<file path="src/rtl/sb_pkg.sv">
package sb_pkg;
    typedef enum logic [0:0] {
        SLOT_FRESH = 1'b0,
        SLOT_RETRY = 1'b1
    } slot_state_e;
endpackage

</file>
<file path="src/rtl/sb_read_arbiter.sv">
module sb_read_arbiter #(
    parameter int WIDTH = 32,
    parameter int PORTS = 3
) (
    input  logic [WIDTH-1:0] req,
    output logic [WIDTH-1:0] grant
);
    localparam int CW = $clog2(PORTS + 1);

    generate
        if (PORTS >= WIDTH) begin : g_all
            assign grant = req;
        end else begin : g_limit
            always_comb begin
                logic [CW-1:0] used;
                used  = '0;
                grant = '0;
                for (int i = 0; i < WIDTH; i++) begin
                    if (req[i] && (used < CW'(PORTS))) begin
                        grant[i] = 1'b1;
                        used     = used + CW'(1);
                    end
                end
            end
        end
    endgenerate
endmodule

</file>
<file path="src/rtl/sb_pending_set.sv">
module sb_pending_set #(
    parameter int WIDTH = 32
) (
    input  logic             clk,
    input  logic             rst_n,
    input  logic             reserve_en,
    input  logic [WIDTH-1:0] reserve_mask,
    input  logic [WIDTH-1:0] retire_mask,
    output logic [WIDTH-1:0] pending
);
    logic [WIDTH-1:0] pend_d;

    always_comb begin
        pend_d = pending & ~retire_mask;
        if (reserve_en) begin
            pend_d = pend_d | reserve_mask;
        end
    end

    always_ff @(posedge clk) begin
        if (!rst_n) begin
            pending <= '0;
        end else begin
            pending <= pend_d;
        end
    end
endmodule

</file>
<file path="src/rtl/sb_decode_ctrl.sv">
module sb_decode_ctrl
    import sb_pkg::*;
#(
    parameter int WIDTH = 32
) (
    input  logic             clk,
    input  logic             rst_n,
    input  logic             dec_valid,
    input  logic [WIDTH-1:0] src_mask,
    input  logic [WIDTH-1:0] grant_mask,
    input  logic             stall,
    output logic [WIDTH-1:0] need_mask
);
    slot_state_e      state_q, state_d;
    logic [WIDTH-1:0] rem_q;

    always_ff @(posedge clk) begin
        if (!rst_n) begin
            state_q <= SLOT_FRESH;
            rem_q   <= '0;
        end else begin
            state_q <= state_d;
            if (dec_valid && stall) begin
                rem_q <= need_mask & ~grant_mask;
            end
        end
    end

    always_comb begin
        state_d = state_q;
        unique case (state_q)
            SLOT_FRESH: if (dec_valid && stall)  state_d = SLOT_RETRY;
            SLOT_RETRY: if (dec_valid && !stall) state_d = SLOT_FRESH;
            default:    state_d = SLOT_FRESH;
        endcase
    end

    always_comb begin
        unique case (state_q)
            SLOT_FRESH: need_mask = src_mask;
            SLOT_RETRY: need_mask = rem_q;
            default:    need_mask = src_mask;
        endcase
    end
endmodule

</file>
<file path="src/rtl/raw_scoreboard.sv">
module raw_scoreboard #(
    parameter int NUM_REGS   = 32,
    parameter int READ_PORTS = 3
) (
    input  logic                clk,
    input  logic                rst_n,
    input  logic                dec_valid,
    input  logic [NUM_REGS-1:0] dec_src_mask,
    input  logic [NUM_REGS-1:0] dec_dst_mask,
    input  logic [NUM_REGS-1:0] wb_retire_mask,
    output logic                dec_stall,
    output logic [NUM_REGS-1:0] rd_grant_mask
);
    logic [NUM_REGS-1:0] pending_q;
    logic [NUM_REGS-1:0] need;
    logic [NUM_REGS-1:0] avail;
    logic [NUM_REGS-1:0] arb_grant;
    logic                accept;

    assign avail         = dec_valid ? (need & ~pending_q) : '0;
    assign rd_grant_mask = arb_grant;
    assign dec_stall     = dec_valid && ((need & ~arb_grant) != '0);
    assign accept        = dec_valid && !dec_stall;

    sb_decode_ctrl #(.WIDTH(NUM_REGS)) u_ctrl (
        .clk        (clk),
        .rst_n      (rst_n),
        .dec_valid  (dec_valid),
        .src_mask   (dec_src_mask),
        .grant_mask (arb_grant),
        .stall      (dec_stall),
        .need_mask  (need)
    );

    sb_read_arbiter #(.WIDTH(NUM_REGS), .PORTS(READ_PORTS)) u_arb (
        .req   (avail),
        .grant (arb_grant)
    );

    sb_pending_set #(.WIDTH(NUM_REGS)) u_pend (
        .clk          (clk),
        .rst_n        (rst_n),
        .reserve_en   (accept),
        .reserve_mask (dec_dst_mask),
        .retire_mask  (wb_retire_mask),
        .pending      (pending_q)
    );
endmodule

</file>
<file path="config.mk">
export PLATFORM = sky130hd
export DESIGN_NAME = raw_scoreboard
export DESIGN_NICKNAME = d
export VERILOG_FILES = /design/src/rtl/sb_pkg.sv /design/src/rtl/sb_read_arbiter.sv /design/src/rtl/sb_pending_set.sv /design/src/rtl/sb_decode_ctrl.sv /design/src/rtl/raw_scoreboard.sv
export SDC_FILE = /design/constraint.sdc
export NUM_CORES = 1
export LEC_CHECK = 0
export BUFFER_PORTS_ARGS = -buffer_cell sky130_fd_sc_hd__buf_2
export CELL_PAD_IN_SITES_DETAIL_PLACEMENT = 0
export CELL_PAD_IN_SITES_GLOBAL_PLACEMENT = 1
export CORE_MARGIN = 2
export CORE_UTILIZATION = 30
export CTS_CLUSTER_DIAMETER = 150
export DETAILED_ROUTE_END_ITERATION = 8
export PLACE_DENSITY_LB_ADDON = 0.1
export SYNTH_ARGS = -nofsm -noshare
export SYNTH_HDL_FRONTEND = slang
export SYNTH_SLANG_ARGS = --single-unit
</file>
<file path="constraint.sdc">
create_clock -name clk -period 13.8 [get_ports clk]
set_input_delay 1.38 -clock clk [delete_from_list [all_inputs] [get_ports clk]]
set_output_delay 1.38 -clock clk [all_outputs]
set_load 0.05 [all_outputs]
</file>
# --- Word-level counts from Yosys, hierarchy flattened ---
# Index checks and enable logic that the tools add are counted.
# Widths: inputs -> output; s select.
word_totals:
  wordCells: 177
  output_inout_bits: 33
  register_bits: 65
  input_bits: 99
classes:
  muxes: 69
  bitwise: 8
  order_cmp: 31
  add_sub_neg: 30
  reduce_logical: 36
op_table:
  columns: ["op", "count"]
  rows:
  - ["$and 32x32->32", 3]
  - ["$not 32->32", 3]
  - ["$mux 32", 2]
  - ["$pmux 32 s2", 1]
  - ["$lt 2x2->1 const B", 30]
  - ["$mux 2", 30]
  - ["$add 2x1->2 const B", 29]
  - ["$mux 1", 35]
  - ["$logic_and 1x1->1", 34]
  - ["$or 32x32->32", 1]
  - ["$reduce_bool 32->1", 1]
  - ["$add 1x1->2 const B", 1]
  - ["$lt 1x2->1 const B", 1]
  - ["$pmux 1 s2", 1]
  - ["$logic_not 1->1", 1]
  - ["$not 1->1", 1]

# --- Longest topological paths before layout ---
# Gate-level depths: netlist of run 1.
depth:
  word_depth: 106
  depth_mapped: 56

# --- Cells and area by module ---
# Synthesis of run 1 repeated with hierarchy kept, for this count alone.
hier_totals:
  cells_unflattened: 741
  area_unflattened_um2: 6157.2
modules_own_cells:
  columns: ["mod", "area_each_um2", "instances", "cells_per_inst"]
  rows:
  - ["sb_decode_ctrl", 2217.1, 1, 180]
  - ["sb_read_arbiter", 2193.4, 1, 344]
  - ["sb_pending_set", 1238.7, 1, 134]
  - ["raw_scoreboard", 508.0, 1, 83]

# --- Worst setup path before layout of run 1 ---
# Ideal clock, no wire load.
synth_timing:
  kind: "input port to output port"
  from: "input port dec_valid"
  to: "output port dec_stall"
  path_slack_ns: -1.926
  t_required_ns: 12.420
  stages: 54
  arrival_time_ns: 14.346
  path_cell_list: "buf_2 inv_1 clkbuf_1 buf_1 clkbuf_1 clkbuf_1 or3_1 inv_1 ha_1 and2_1 o32ai_2 o211a_1 nor2_4 mux2i_1 a211o_1 a2111oi_4 or2_1 buf_6 [... 18 more ...] a21oi_1 nor4_1 o2111ai_1 a221o_1 a2111oi_0 o221ai_1 a211oi_1 o211ai_1 a2111oi_0 o221ai_1 nor4b_1 o211ai_1 a211oi_2 a31o_2 and3_1 buf_6 buf_4 inv_2"
synth_between:
  word_cells_on_any_way: 160
  cone_classes: "add/sub (30); order compare (31); mux (64); bitwise (2); reduce/logical (33)"
synth_lines:
  columns: ["element", "line_no", "source"]
  rows:
  - ["start: declaration", "raw_scoreboard.sv:7", "input logic dec_valid,"]
  - ["$mux 32", "raw_scoreboard.sv:20", "assign avail = dec_valid ? (need & ~pending_q) : '0;"]
  - ["$mux 1", "sb_read_arbiter.sv:19", "if (req[i] && (used < CW'(PORTS))) begin"]
  - ["named net rd_grant_mask[0]", "raw_scoreboard.sv:12", "output logic [NUM_REGS-1:0] rd_grant_mask"]
  - ["$not 32->32", "raw_scoreboard.sv:22", "assign dec_stall = dec_valid && ((need & ~arb_grant) != '0);"]
  - ["$and 32x32->32", "raw_scoreboard.sv:22", null]
  - ["$reduce_bool 32->1", "raw_scoreboard.sv:22", null]
  - ["$logic_and 1x1->1", "raw_scoreboard.sv:22", null]
  - ["end: declaration", "raw_scoreboard.sv:11", "output logic dec_stall,"]
# The timed path passes the listed nets, and every way through them passes these cells.

# --- Worst setup path in the final report of run 1 ---
layout_timing:
  from: "input port dec_valid"
  to: "output port dec_stall"
layout_between:
  elab_chain_len: 99
  word_cells_on_any_way: 160
  cone_classes: "add/sub (30); order compare (31); mux (64); bitwise (2); reduce/logical (33)"
layout_lines:
  columns: ["element", "line_no"]
  rows:
  - ["$mux 32", "raw_scoreboard.sv:20"]
  - ["$mux 1", "sb_read_arbiter.sv:19"]
  - ["$lt 1x2->1", "sb_read_arbiter.sv:19"]
  - ["$logic_and 1x1->1", "sb_read_arbiter.sv:19"]
  - ["$mux 2", "sb_read_arbiter.sv:19"]
  - ["$lt 2x2->1", "sb_read_arbiter.sv:19"]
  - ["$logic_and 1x1->1", "sb_read_arbiter.sv:19"]
  - ["$mux 2", "sb_read_arbiter.sv:19"]
  - ["[... 83 more ...]", null]
  - ["$mux 2", "sb_read_arbiter.sv:19"]
  - ["$lt 2x2->1", "sb_read_arbiter.sv:19"]
  - ["$logic_and 1x1->1", "sb_read_arbiter.sv:19"]
  - ["$mux 1", "sb_read_arbiter.sv:19"]
  - ["$not 32->32", "raw_scoreboard.sv:22"]
  - ["$and 32x32->32", "raw_scoreboard.sv:22"]
  - ["$reduce_bool 32->1", "raw_scoreboard.sv:22"]
  - ["$logic_and 1x1->1 (*)", "raw_scoreboard.sv:22"]
# Every way passes the cells marked *; elsewhere a longest branch is shown, timed or not.

==> results.md, run 1 <==
- Result of the run: finished, final reports clean
- Initial standard-cell utilization of the core: 0.305
- Post-Synthesis Cell Area: 0.00639 sq mm
- First-pass iteration count of the detailed router: 6
- Post-synthesis share of cell area spent on full adders, half adders and majority gates: 0.0112
- DP HPWL: roughly 17 mm
- First-pass GRT wire length: 37.3 mm
- Combinational family with the most area after synthesis: simple AND/OR/NAND/NOR gates
- Highest attainable clock frequency: approximately 0.076 GHz
- Crit path capture: dec_stall
- Number of setup violations in the final report: 0
- Worst-margin pin slew: between 1 and 1.5 ns
- Element type at the critical path start: input port
- CTS H-Tree Depth: 3
- Critical Path Most Common Cell: buf_4
- EDFF count, synth: 0
- Worst slew margin: 0.296
- Number of sinks handled by clock tree synthesis: 65
- Leakage Power: 3.13 nW
- Hold violation total from the final report: 0
- # IOs: roughly 130
- Wire length reported by the detailed router: between 20 and 25 mm
- Weighted congestion reported at the end of routability-driven placement: 0.840
- Root Driver: clkbuf_16
- Share of cells above drive strength 1: 0.282
- Required time of the worst setup path: 12.42 ns
- Average instance area after synthesis: 7.43 sq um
- Count of state elements after synthesis: 65
- Worst-path cell with the longest stage delay: or3_4
- Tot Pwr: 0.937 mW
- Endpoint of the most critical register-to-register path: u_ctrl.rem_q[10]
- Critical path capture point type: primary output
- Clock Tree Buf Depth: 2
- Count of antenna-violating nets left after detailed routing: 0
- Mean routed wirelength per cell: ~19 microns
- Count of pins over their slew limit: 0
- Worst-case reg-to-reg path depth: 51
- Number of antenna violations at the first check in global routing: 0
- Detailed-route DRC error count: 0
- Period utilisation layout: 0.950
- Row Count: 53
- Biggest area consumer among synthesized cells: dfxtp_1
- Placement Setup Slack: between 0.05 and 0.06 ns
- Residual overflow from global routing: 0
- Fraction of registers with async set/reset: 0
- NumNets Final: 1108
- Horizontal die dimension: around 150 microns
- Die ar.: 0.0225 sq mm
- Register area share after synthesis: 0.203
- Power per standard cell area: 115 mW/mm^2
- Worst VDD drop: 0.0683 mV
- Commonest cells in the synthesized netlist: nand2_1 (79), dfxtp_1 (65), nor2_1 (51)
- DR vias: 7163
- Die height: 150 microns
- CTS clock-pin slew for the worst setup and hold paths: about 0.070 ns
- Post-Synth Simple-Gate Area: 0.329
- Count of maximum capacitance violations: 0
- Most frequently used cell type in the post-synthesis netlist: nand2_1
- Worst Hold Path Cells: 2
- CTS tree: built
- Flip-flop cell with the highest count after synthesis: dfxtp_1
- Number of warnings issued by yosys: 0
- Drt initial violations: about 350
- Post-synth top area share: 0.203
- Worst-case clock skew: 0.0113 ns
- Critical path peak fanout: 9
- Post-Synthesis Cells: 861
- Number of I/O port buffers: about 130
- Biggest cell delay along the critical path: 0.41 ns
- Via count of the first global-routing pass: 6810
- Placeable core region: 0.0210 sq mm
- Pin count of the biggest net entering global routing: 77
- Ranking of synthesized cells by area: dfxtp_1 (20%), mux2i_1 (5.5%), nand2_1 (4.6%), nand3b_1 (4.5%), nor3b_1 (4.2%)
- Number of diodes: 0
- Growth of design area from synthesis to finish: 27.2%
- Hold WC Path Type: reg2reg
- Mapped Nets: 964
- All-layer global routing usage: 0.209
- Post-synthesis xor/xnor area fraction: 0.0151
- Final WS setup: 0.683 ns
- Final min period: approximately 13 ns
- Insertion delay to the later sink of the worst-skew pair: 0.35 ns
- Number of inserted filler cells in the final layout: 2284
- Mux share of post-synthesis cell area: 0.0751
- Distinct cell type count of the synthesized netlist: 84
- Startpoint of the most critical setup path: dec_valid
- Vias per cell: 5.57
- Worst Setup Path Type: in2out
- Flop2flop setup slack: 2.41 ns
- Data arrival, critical path: 11.74 ns
- Synthesized-area fraction occupied by ao, oa, aoi and oai cells: 0.302
- Number of buffers inserted during clock tree synthesis: 9
-- logic make-up (layout without fill, tap and decap cells) --
logic type,Yosys count,in the layout
AOI/OAI and AO/OA,268,268
muxes,46,46
xor gates and xnor gates,11,11
buffers and inverters,92,241
DFF,65,65
adders and majority gates,6,6
and+or+nand+nor,373,373
-- routing by layer --
layer  routed length, microns  part of all wire  GRT usage  vias to the layer above
li1                         -                 -          -                     3571
met3                     1120             0.047     0.0311                       11
met2                    10800              0.45      0.341                      165
met4                      156            0.0065     0.0325                        0
met1                    11700              0.49      0.296                     3416
met5                        0                 0          0                        -
-- registers in the layout (all words and copies together), names as in the netlist, named ones only --
| signal | flops |
|---|---|
| u_ctrl.rem_q | 32 |
| u_pend.pending | 32 |
-- cells in the final DEF (no fill, tap or decap), drive strengths merged, types with 10 or more instances in the layout --
cell type,instances
mux2i,36
dfxtp,65
buf,192
or3,17
nor2,54
o221ai,18
nor2b,11
o211ai,14
o21ai,75
nand4,20
nor3,37
nor3b,37
clkbuf,10
a21oi,40
nand2,80
inv,31
mux2,10
a31oi,41
nand3,36
nand3b,38
-- worst min path at each step --
| stage | start | endpoint |
|---|---|---|
| floorplan | u_ctrl.rem_q[23] | u_ctrl.rem_q[23] |
| global placement | u_ctrl.rem_q[21] | u_ctrl.rem_q[21] |
| detailed placement | u_ctrl.rem_q[19] | u_ctrl.rem_q[19] |
| CTS | u_ctrl.rem_q[19] | u_ctrl.rem_q[19] |
| global route | u_ctrl.rem_q[26] | u_ctrl.rem_q[26] |
| finish | u_ctrl.rem_q[23] | u_ctrl.rem_q[23] |
-- through the flow --
| stage | util | hold WS, ns | setup TNS [ns] | instance area (sq um) | instances |
|---|---|---|---|---|---|
| final | 0.388 | 0.457 | 0 | 8130 | 1285 |
| after global routing | 0.388 | 0.477 | -0.0283 | 8130 | 1285 |
| after CTS | 0.381 | 0.461 | 0 | 7990 | 1278 |
| after detailed placement | 0.366 | 0.453 | 0 | 7680 | 1262 |
| after global placement | 0.366 | 0.445 | 0 | 7680 | 1262 |
| after floorplan | - | 0.435 | -0.128 | 6550 | 861 |
-- cell type report --
type                    instances  area [sq um]  area share
clock buffers                   9           225      0.0277
repair buffers                193          1140       0.140
inverters                      32           128      0.0157
multi-input cells             704          4920       0.605
well taps                     275           344      0.0423
clock inverters                 7          77.6     0.00954
flip-flops and latches         65          1300       0.160
-- worst max-delay path, delay by kind of cell --
kind / cells / cell delay (ns)
AO/OA/AOI/OAI: 24 / 5.26
AND/OR/NAND/NOR: 13 / 2.63
buffers and inverters: 11 / 1.47
adder cells (fa/ha/maj): 3 / 0.69
multiplexers: 1 / 0.29
-- report_power, final --
part	internal [mW]	total, mW	switching, mW
clock network	0.142	0.248	0.107
logic	0.179	0.483	0.304
registers	0.198	0.206	0.00753
total	0.519	0.937	0.418
-- timing repair --
| action | 4_1_cts | 5_1_grt |
|---|---|---|
| pin swaps | 1 | 25 |
| buffers inserted | 0 | 7 |
| resized for setup | 1 | 20 |
| hold buffers | 0 | 0 |
| endpoints found under the setup margin | 1 | 1 |
| endpoints found under the hold margin | 0 | 0 |
No activity file was read; power rests on OpenSTA's default activity.
==> run 2: changes to the inputs <==
--- a/config.mk
+++ b/config.mk
@@ -9,7 +9,7 @@
 export CELL_PAD_IN_SITES_DETAIL_PLACEMENT = 0
 export CELL_PAD_IN_SITES_GLOBAL_PLACEMENT = 1
 export CORE_MARGIN = 2
-export CORE_UTILIZATION = 30
+export CORE_UTILIZATION = 37
 export CTS_CLUSTER_DIAMETER = 150
 export DETAILED_ROUTE_END_ITERATION = 8
 export PLACE_DENSITY_LB_ADDON = 0.1
==> run 2 against run 1 <==
Net effect:
- combinational power shrank 3%
- hold slack improved by 0.0033 ns
- die area fell by 18%
- fmax fell by 0.39%
- non-clock buffer count down 11
- register-to-register slack worse by 0.23 ns
- clock power down 4%
- via count shrank 0.49%
- sequential power hardly changed
- power is 2.4% lower
- highest routed layer unchanged
==> results.md, run 2 (synthesis gave the netlist of run 1 again) <==
- Result of the run: finished, final reports clean
- Hold WC Path Type: reg2reg
- Worst-path cell with the longest stage delay: or3_4
- Most common cell after layout, fill and taps aside: buf_2
- Residual overflow from global routing: 0
- Number of setup violations in the final report: 0
- Wire length reported by the detailed router: between 20 and 25 mm
- Required time of the worst setup path: between 10 and 15 ns
- Critical Path Most Common Cell: a2111oi_4
- CTS clock-pin slew for the worst setup and hold paths: 0.06 ns
- Final min period: 13.17 ns
- Worst min-delay path startpoint: u_ctrl.rem_q[20]
- Pin count of the biggest net entering global routing: 77
- Drt initial violations: 459
- Clock Tree Buf Depth: 2
- Horizontal die dimension: 135 microns
- Initial standard-cell utilization of the core: 0.374
- Critical path peak fanout: 8
- Share of cells above drive strength 1: 0.267
- Hold violation total from the final report: 0
- Die ar.: between 0.015 and 0.02 sq mm
- Count of pins over their slew limit: 0
- Die height: ~140 microns
- Worst-case reg-to-reg path depth: 48
- Weighted congestion reported at the end of routability-driven placement: 0.903
- Flop2flop setup slack: 2.18 ns
- Number of antenna violations at the first check in global routing: 1
- Highest attainable clock frequency: 0.0759 GHz
- DP HPWL: 16.3 mm
- Data arrival, critical path: 11.79 ns
- Top Registers: u_ctrl.rem_q: 32 flops, u_pend.pending: 32 flops
- Placement Setup Slack: 0.114 ns
- Storage element area: 0.00130 sq mm
- Final cell count without fillers: 1225
- Number of buffers inserted during clock tree synthesis: 9
- Inst Count DP: 1201
- Worst VDD drop: 0.0643 mV
- Row Count: 48
- Element type at the critical path start: input port
- Commonest cells after routing, fill and taps aside: buf_2 (131), nand2_1 (79), dfxtp_1 (64), nor2_1 (51), buf_4 (50)
- # IOs: 132
- NumNets Final: 1097
- Worst Hold Path Cells: 2
- CTS tree: built
- Number of inserted filler cells in the final layout: 1799
- Tot Pwr: 0.914 mW
- Vias per cell: 5.82
- Detailed-route DRC error count: 0
- Period utilisation layout: 0.954
- Insertion delay to the later sink of the worst-skew pair: approximately 0.35 ns
- Number of sinks handled by clock tree synthesis: 65
- # hold bufs at CTS: 0
- Area used by multi-input combinational logic: 0.00488 sq mm
- Leakage Power: 3.05 nW
- DR vias: between 7000 and 8000
- Placeable core region: 0.0171 sq mm
- Worst Setup Path Type: in2out
- Root Driver: clkbuf_16
- Final WS setup: ~0.63 ns
- Number of I/O port buffers: approximately 130
- First-pass iteration count of the detailed router: 5
- Startpoint of the most critical setup path: dec_valid
- Count of maximum capacitance violations: 0
- Biggest cell delay along the critical path: around 0.42 ns
- Critical path capture point type: primary output
- First-pass GRT wire length: ~35 mm
- CTS H-Tree Depth: 3
- Mean routed wirelength per cell: 18.2 microns
- All-layer global routing usage: 0.242
- Growth of design area from synthesis to finish: 24.1%
- Power per standard cell area: 115 mW/mm^2
- Worst-margin pin slew: about 1 ns
- Via count of the first global-routing pass: 6711
- Count of antenna-violating nets left after detailed routing: 0
- Worst slew margin: 0.328
- Worst-case clock skew: 0.00965 ns
[run 2: area by class of cell]
| cell class | count | area share |
|---|---|---|
| Multi-Input combinational cell | 704 | 0.615 |
| Sequential cell | 65 | 0.164 |
| Timing Repair Buffer | 182 | 0.131 |
| Tap cell | 225 | 0.0355 |
| Clock buffer | 13 | 0.0353 |
| Inverter | 32 | 0.0161 |
| Clock inverter | 3 | 0.00284 |
| Antenna cell | 1 | 0.000315 |
[run 2: worst max-delay path, delay by kind of cell]
kind / cells / cell delay, ns
buf+inv: 8 / 1.00
fa+ha+maj: 4 / 1.05
mux: 3 / 0.69
compound gates: 21 / 4.81
simple gates: 13 / 2.83
[run 2: final timing paths]
| check | endpoint |
|---|---|
| hold / removal | u_ctrl.rem_q[20] |
| setup reg to reg | u_ctrl.rem_q[6] |
| hold reg to reg | u_ctrl.rem_q[20] |
| setup / recovery | dec_stall |
[run 2: what timing repair did]
action                                  4_1_cts  5_1_grt
endpoints found under the setup margin        0        1
gates resized for setup                       0       11
setup buffers                                 0        7
[run 2: routing by layer]
layer	track usage	vias to the layer above	part of all wire
li1	-	3542	-
met1	0.322	3378	0.48
met2	0.403	179	0.46
met3	0.0385	29	0.040
met4	0.0735	0	0.020
met5	0	-	0
[run 2: metrics by stage]
step,cell area (sq um),setup TNS [ns],hold WS (ns),utilization
6_report,7940,0,0.460,0.464
5_1_grt,7940,-0.0305,0.476,0.464
4_1_cts,7820,0,0.463,0.457
3_5_place_dp,7520,0,0.452,0.439
3_3_place_gp,7520,0,0.447,0.439
2_1_floorplan,6550,-0.128,0.435,-
[run 2: power breakdown]
| part | switching [mW] | internal [mW] |
|---|---|---|
| clock | 0.0965 | 0.141 |
| sequential | 0.00816 | 0.198 |
| combinational | 0.298 | 0.171 |
| total | 0.403 | 0.511 |
==> run 3: changes to the inputs <==
--- a/config.mk
+++ b/config.mk
@@ -15,4 +15,5 @@
 export PLACE_DENSITY_LB_ADDON = 0.1
 export SYNTH_ARGS = -nofsm -noshare
 export SYNTH_HDL_FRONTEND = slang
+export SYNTH_HIERARCHICAL = 1
 export SYNTH_SLANG_ARGS = --single-unit
==> constraint.sdc (replaced) <==
create_clock -name clk -period 10.8 [get_ports clk]
set_input_delay 1.08 -clock clk [delete_from_list [all_inputs] [get_ports clk]]
set_output_delay 1.08 -clock clk [all_outputs]
set_load 0.05 [all_outputs]
==> run 3 against run 2 <==
Net effect:
- clock skew fell by 0.00060 ns
- clock-buffer cell count fell by 4
- worst setup slack got worse by 0.43 ns
- non-clock buffer count rose by 8
- combinational power rose by 2%
- highest routed layer unchanged
- clock power rose by 27%
- hold slack got worse by 0.0087 ns
- sequential cell count did not move
==> results.md, run 3 <==
- Result of the run: finished, final reports clean
- Biggest cell delay along the critical path: roughly 0.5 ns
- Average instance area after synthesis: between 8 and 9 sq um
- Count of antenna-violating nets left after detailed routing: 0
- Number of I/O port buffers: about 130
- Count of state elements after synthesis: 65
- Die height: 133 microns
- Number of inserted filler cells in the final layout: around 1700
- Weighted congestion reported at the end of routability-driven placement: 0.913
- Drt initial violations: 300
- Growth of design area from synthesis to finish: 29.0%
- Distinct cell type count of the synthesized netlist: 91
- Flip-flop cell with the highest count after synthesis: dfxtp_1
- Placement Setup Slack: -0.0277 ns
- Endpoint of the most critical register-to-register path: u_ctrl/rem_q[23]
- CTS clock-pin slew for the worst setup and hold paths: 0.06 ns
- Element type at the critical path start: input port
- Number of antenna violations at the first check in global routing: 0
- Hold WC Path Type: reg2reg
- Data arrival, critical path: 9.52 ns
- Worst min-delay path startpoint: u_ctrl/rem_q[2]
- Wire length reported by the detailed router: 21.1 mm
- Critical path peak fanout: 7
- Required time of the worst setup path: roughly 9.7 ns
- Root Driver: clkbuf_16
- Leakage Power: 3.21 nW
- Number of sinks handled by clock tree synthesis: 65
- Placeable core region: 0.0164 sq mm
- Mean routed wirelength per cell: 18.9 microns
- Worst Hold Path Cells: 2
- Power per standard cell area: 130 mW/mm^2
- Fraction of registers with async set/reset: 0
- Die ar.: 0.0177 sq mm
- Number of setup violations in the final report: 0
- Worst VDD drop: 0.0808 mV
- Worst-case clock skew: 0.00904 ns
- Clock Tree Buf Depth: 2
- Post-synth top area share: 0.211
- Critical Path Most Common Cell: buf_4
- DR vias: 6142
- Commonest cells in the synthesized netlist: dfxtp_1 (65), nand2_1 (65), inv_1 (61)
- Top Registers: u_ctrl/rem_q: 32 flops, u_pend/pending: 32 flops
- Worst-path cell with the longest stage delay: or4_4
- DP HPWL: 15.5 mm
- # IOs: 132
- Commonest cells after routing, fill and taps aside: buf_2 (130), dfxtp_1 (64), nand2_1 (62), inv_1 (58), buf_4 (55)
- Biggest area consumer among synthesized cells: dfxtp_1
- Ranking of synthesized cells by area: dfxtp_1 (21%), o2bb2ai_2 (7.8%), mux2_4 (7.1%), nand2b_1 (5.7%), and4b_1 (5.2%)
- First-pass iteration count of the detailed router: 5
- Flop2flop setup slack: about 0.79 ns
- Mapped Nets: 844
- Fin Hold WS: around 0.45 ns
- Row Count: 47
- Worst-case reg-to-reg path depth: 42
- Count of maximum capacitance violations: 0
- CTS H-Tree Depth: 3
- Post-Synthesis Cells: 741
- Count of pins over their slew limit: 0
- End of the worst hold path: u_ctrl/rem_q[2]
- Number of diodes: 0
- Worst Setup Path Type: in2out
- Hold violation total from the final report: 0
- First-pass GRT wire length: 32.4 mm
- Final min period: around 11 ns
- Vias per cell: about 5.5
- Initial standard-cell utilization of the core: 0.375
- Tot Pwr: roughly 1.0 mW
- Insertion delay to the later sink of the worst-skew pair: 0.35 ns
- Number of buffers inserted during clock tree synthesis: 9
- Via count of the first global-routing pass: 5982
- Post-layout utilization of the core: 0.484
- CTS tree: built
- Share of cells above drive strength 1: 0.403
- Detailed-route DRC error count: 0
- Highest attainable clock frequency: between 0.09 and 0.1 GHz
- Worst slew margin: 0.0747
- EDFF count, synth: 0
- NumNets Final: 994
- Horizontal die dimension: 133 microns
- Number of warnings issued by yosys: 6
- Residual overflow from global routing: 0
- Period utilisation layout: 0.981
- Most common cell after layout, fill and taps aside: buf_2
- Post-Synthesis Cell Area: 0.00616 sq mm
- Pin count of the biggest net entering global routing: 67
- Critical path capture point type: primary output
- All-layer global routing usage: 0.232
- Final WS setup: 0.203 ns
- Register area share after synthesis: 0.211
- Worst-margin pin slew: 1.38 ns
- # hold bufs at CTS: 0
==> run 3: changes by cell type in the layout (fill, tap and decap cells not counted), moves of 32 or more <==
cell	previous run	this run
nand2b_1	7	54
a31oi_1	41	6
nand3b_1	38	3
and4b_1	0	32
o2bb2ai_2	0	32
==> run 3: routing by layer <==
metal,vias to the layer above,wire [microns],global-route usage
li1,2994,-,-
met2,159,10500,0.412
met3,18,840,0.0441
met4,0,359,0.0585
met1,2971,9310,0.287
met5,-,0,0
==> run 3: kinds of logic (layout without fill, tap and decap cells) <==
group | after synthesis | in the layout | synth area share
buffers and inverters | 115 | 270 | 0.0894
AOI/OAI and AO/OA | 214 | 214 | 0.302
and+or+nand+nor | 292 | 292 | 0.283
DFF | 65 | 65 | 0.211
xor gates and xnor gates | 8 | 8 | 0.0114
muxes | 41 | 41 | 0.0914
adders and majority gates | 6 | 6 | 0.0114
==> run 3: cell type report <==
class,instances,area (sq um),share of cell area
inverters,64,250,0.0315
well taps,220,275,0.0347
clock buffers,9,225,0.0284
multi-input cells,561,4700,0.592
repair buffers,190,1110,0.140
clock inverters,7,71.3,0.00898
flip-flops and latches,65,1300,0.164
==> run 3: per-stage QoR <==
step	cells	TNS, ns	area [sq um]
final	1116	0	7940
after CTS	1088	0	7440
after detailed placement	1071	-0.0277	7130
after global routing	1116	-0.0981	7940
after floorplan	741	0	6280
after global placement	1071	0	7130
==> run 3: worst max-delay path by stage <==
stage,startpoint,endpoint,slack [ns],cells past startpoint
2_1_floorplan,dec_src_mask[0],dec_stall,0.02,39
3_3_place_gp,dec_src_mask[0],dec_stall,0.19,38
3_5_place_dp,dec_src_mask[0],dec_stall,-0.03,38
4_1_cts,dec_src_mask[0],dec_stall,0.02,38
5_1_grt,register,dec_stall,-0.1,39
6_report,dec_valid,dec_stall,0.20,41
==> run 3: worst max-delay path, delay by kind of cell <==
family / cells / cell delay [ns]
and+or+nand+nor: 14 / 3.20
AOI/OAI and AO/OA: 12 / 2.48
buffers and inverters: 10 / 1.42
adders and majority gates: 3 / 0.70
muxes: 2 / 0.62
==> run 3: where the power goes <==
group / switching (mW) / total [mW] / internal [mW]
registers: 0.00422 / 0.251 / 0.247
clock network: 0.124 / 0.302 / 0.178
logic: 0.288 / 0.479 / 0.192
==> run 3: repair_timing <==
action / 4_1_cts / 5_1_grt
buffers inserted: 1 / 28
cloned: 0 / 0
endpoints found under the setup margin: 1 / 56
resized for setup: 1 / 67
pin swaps: 1 / 30
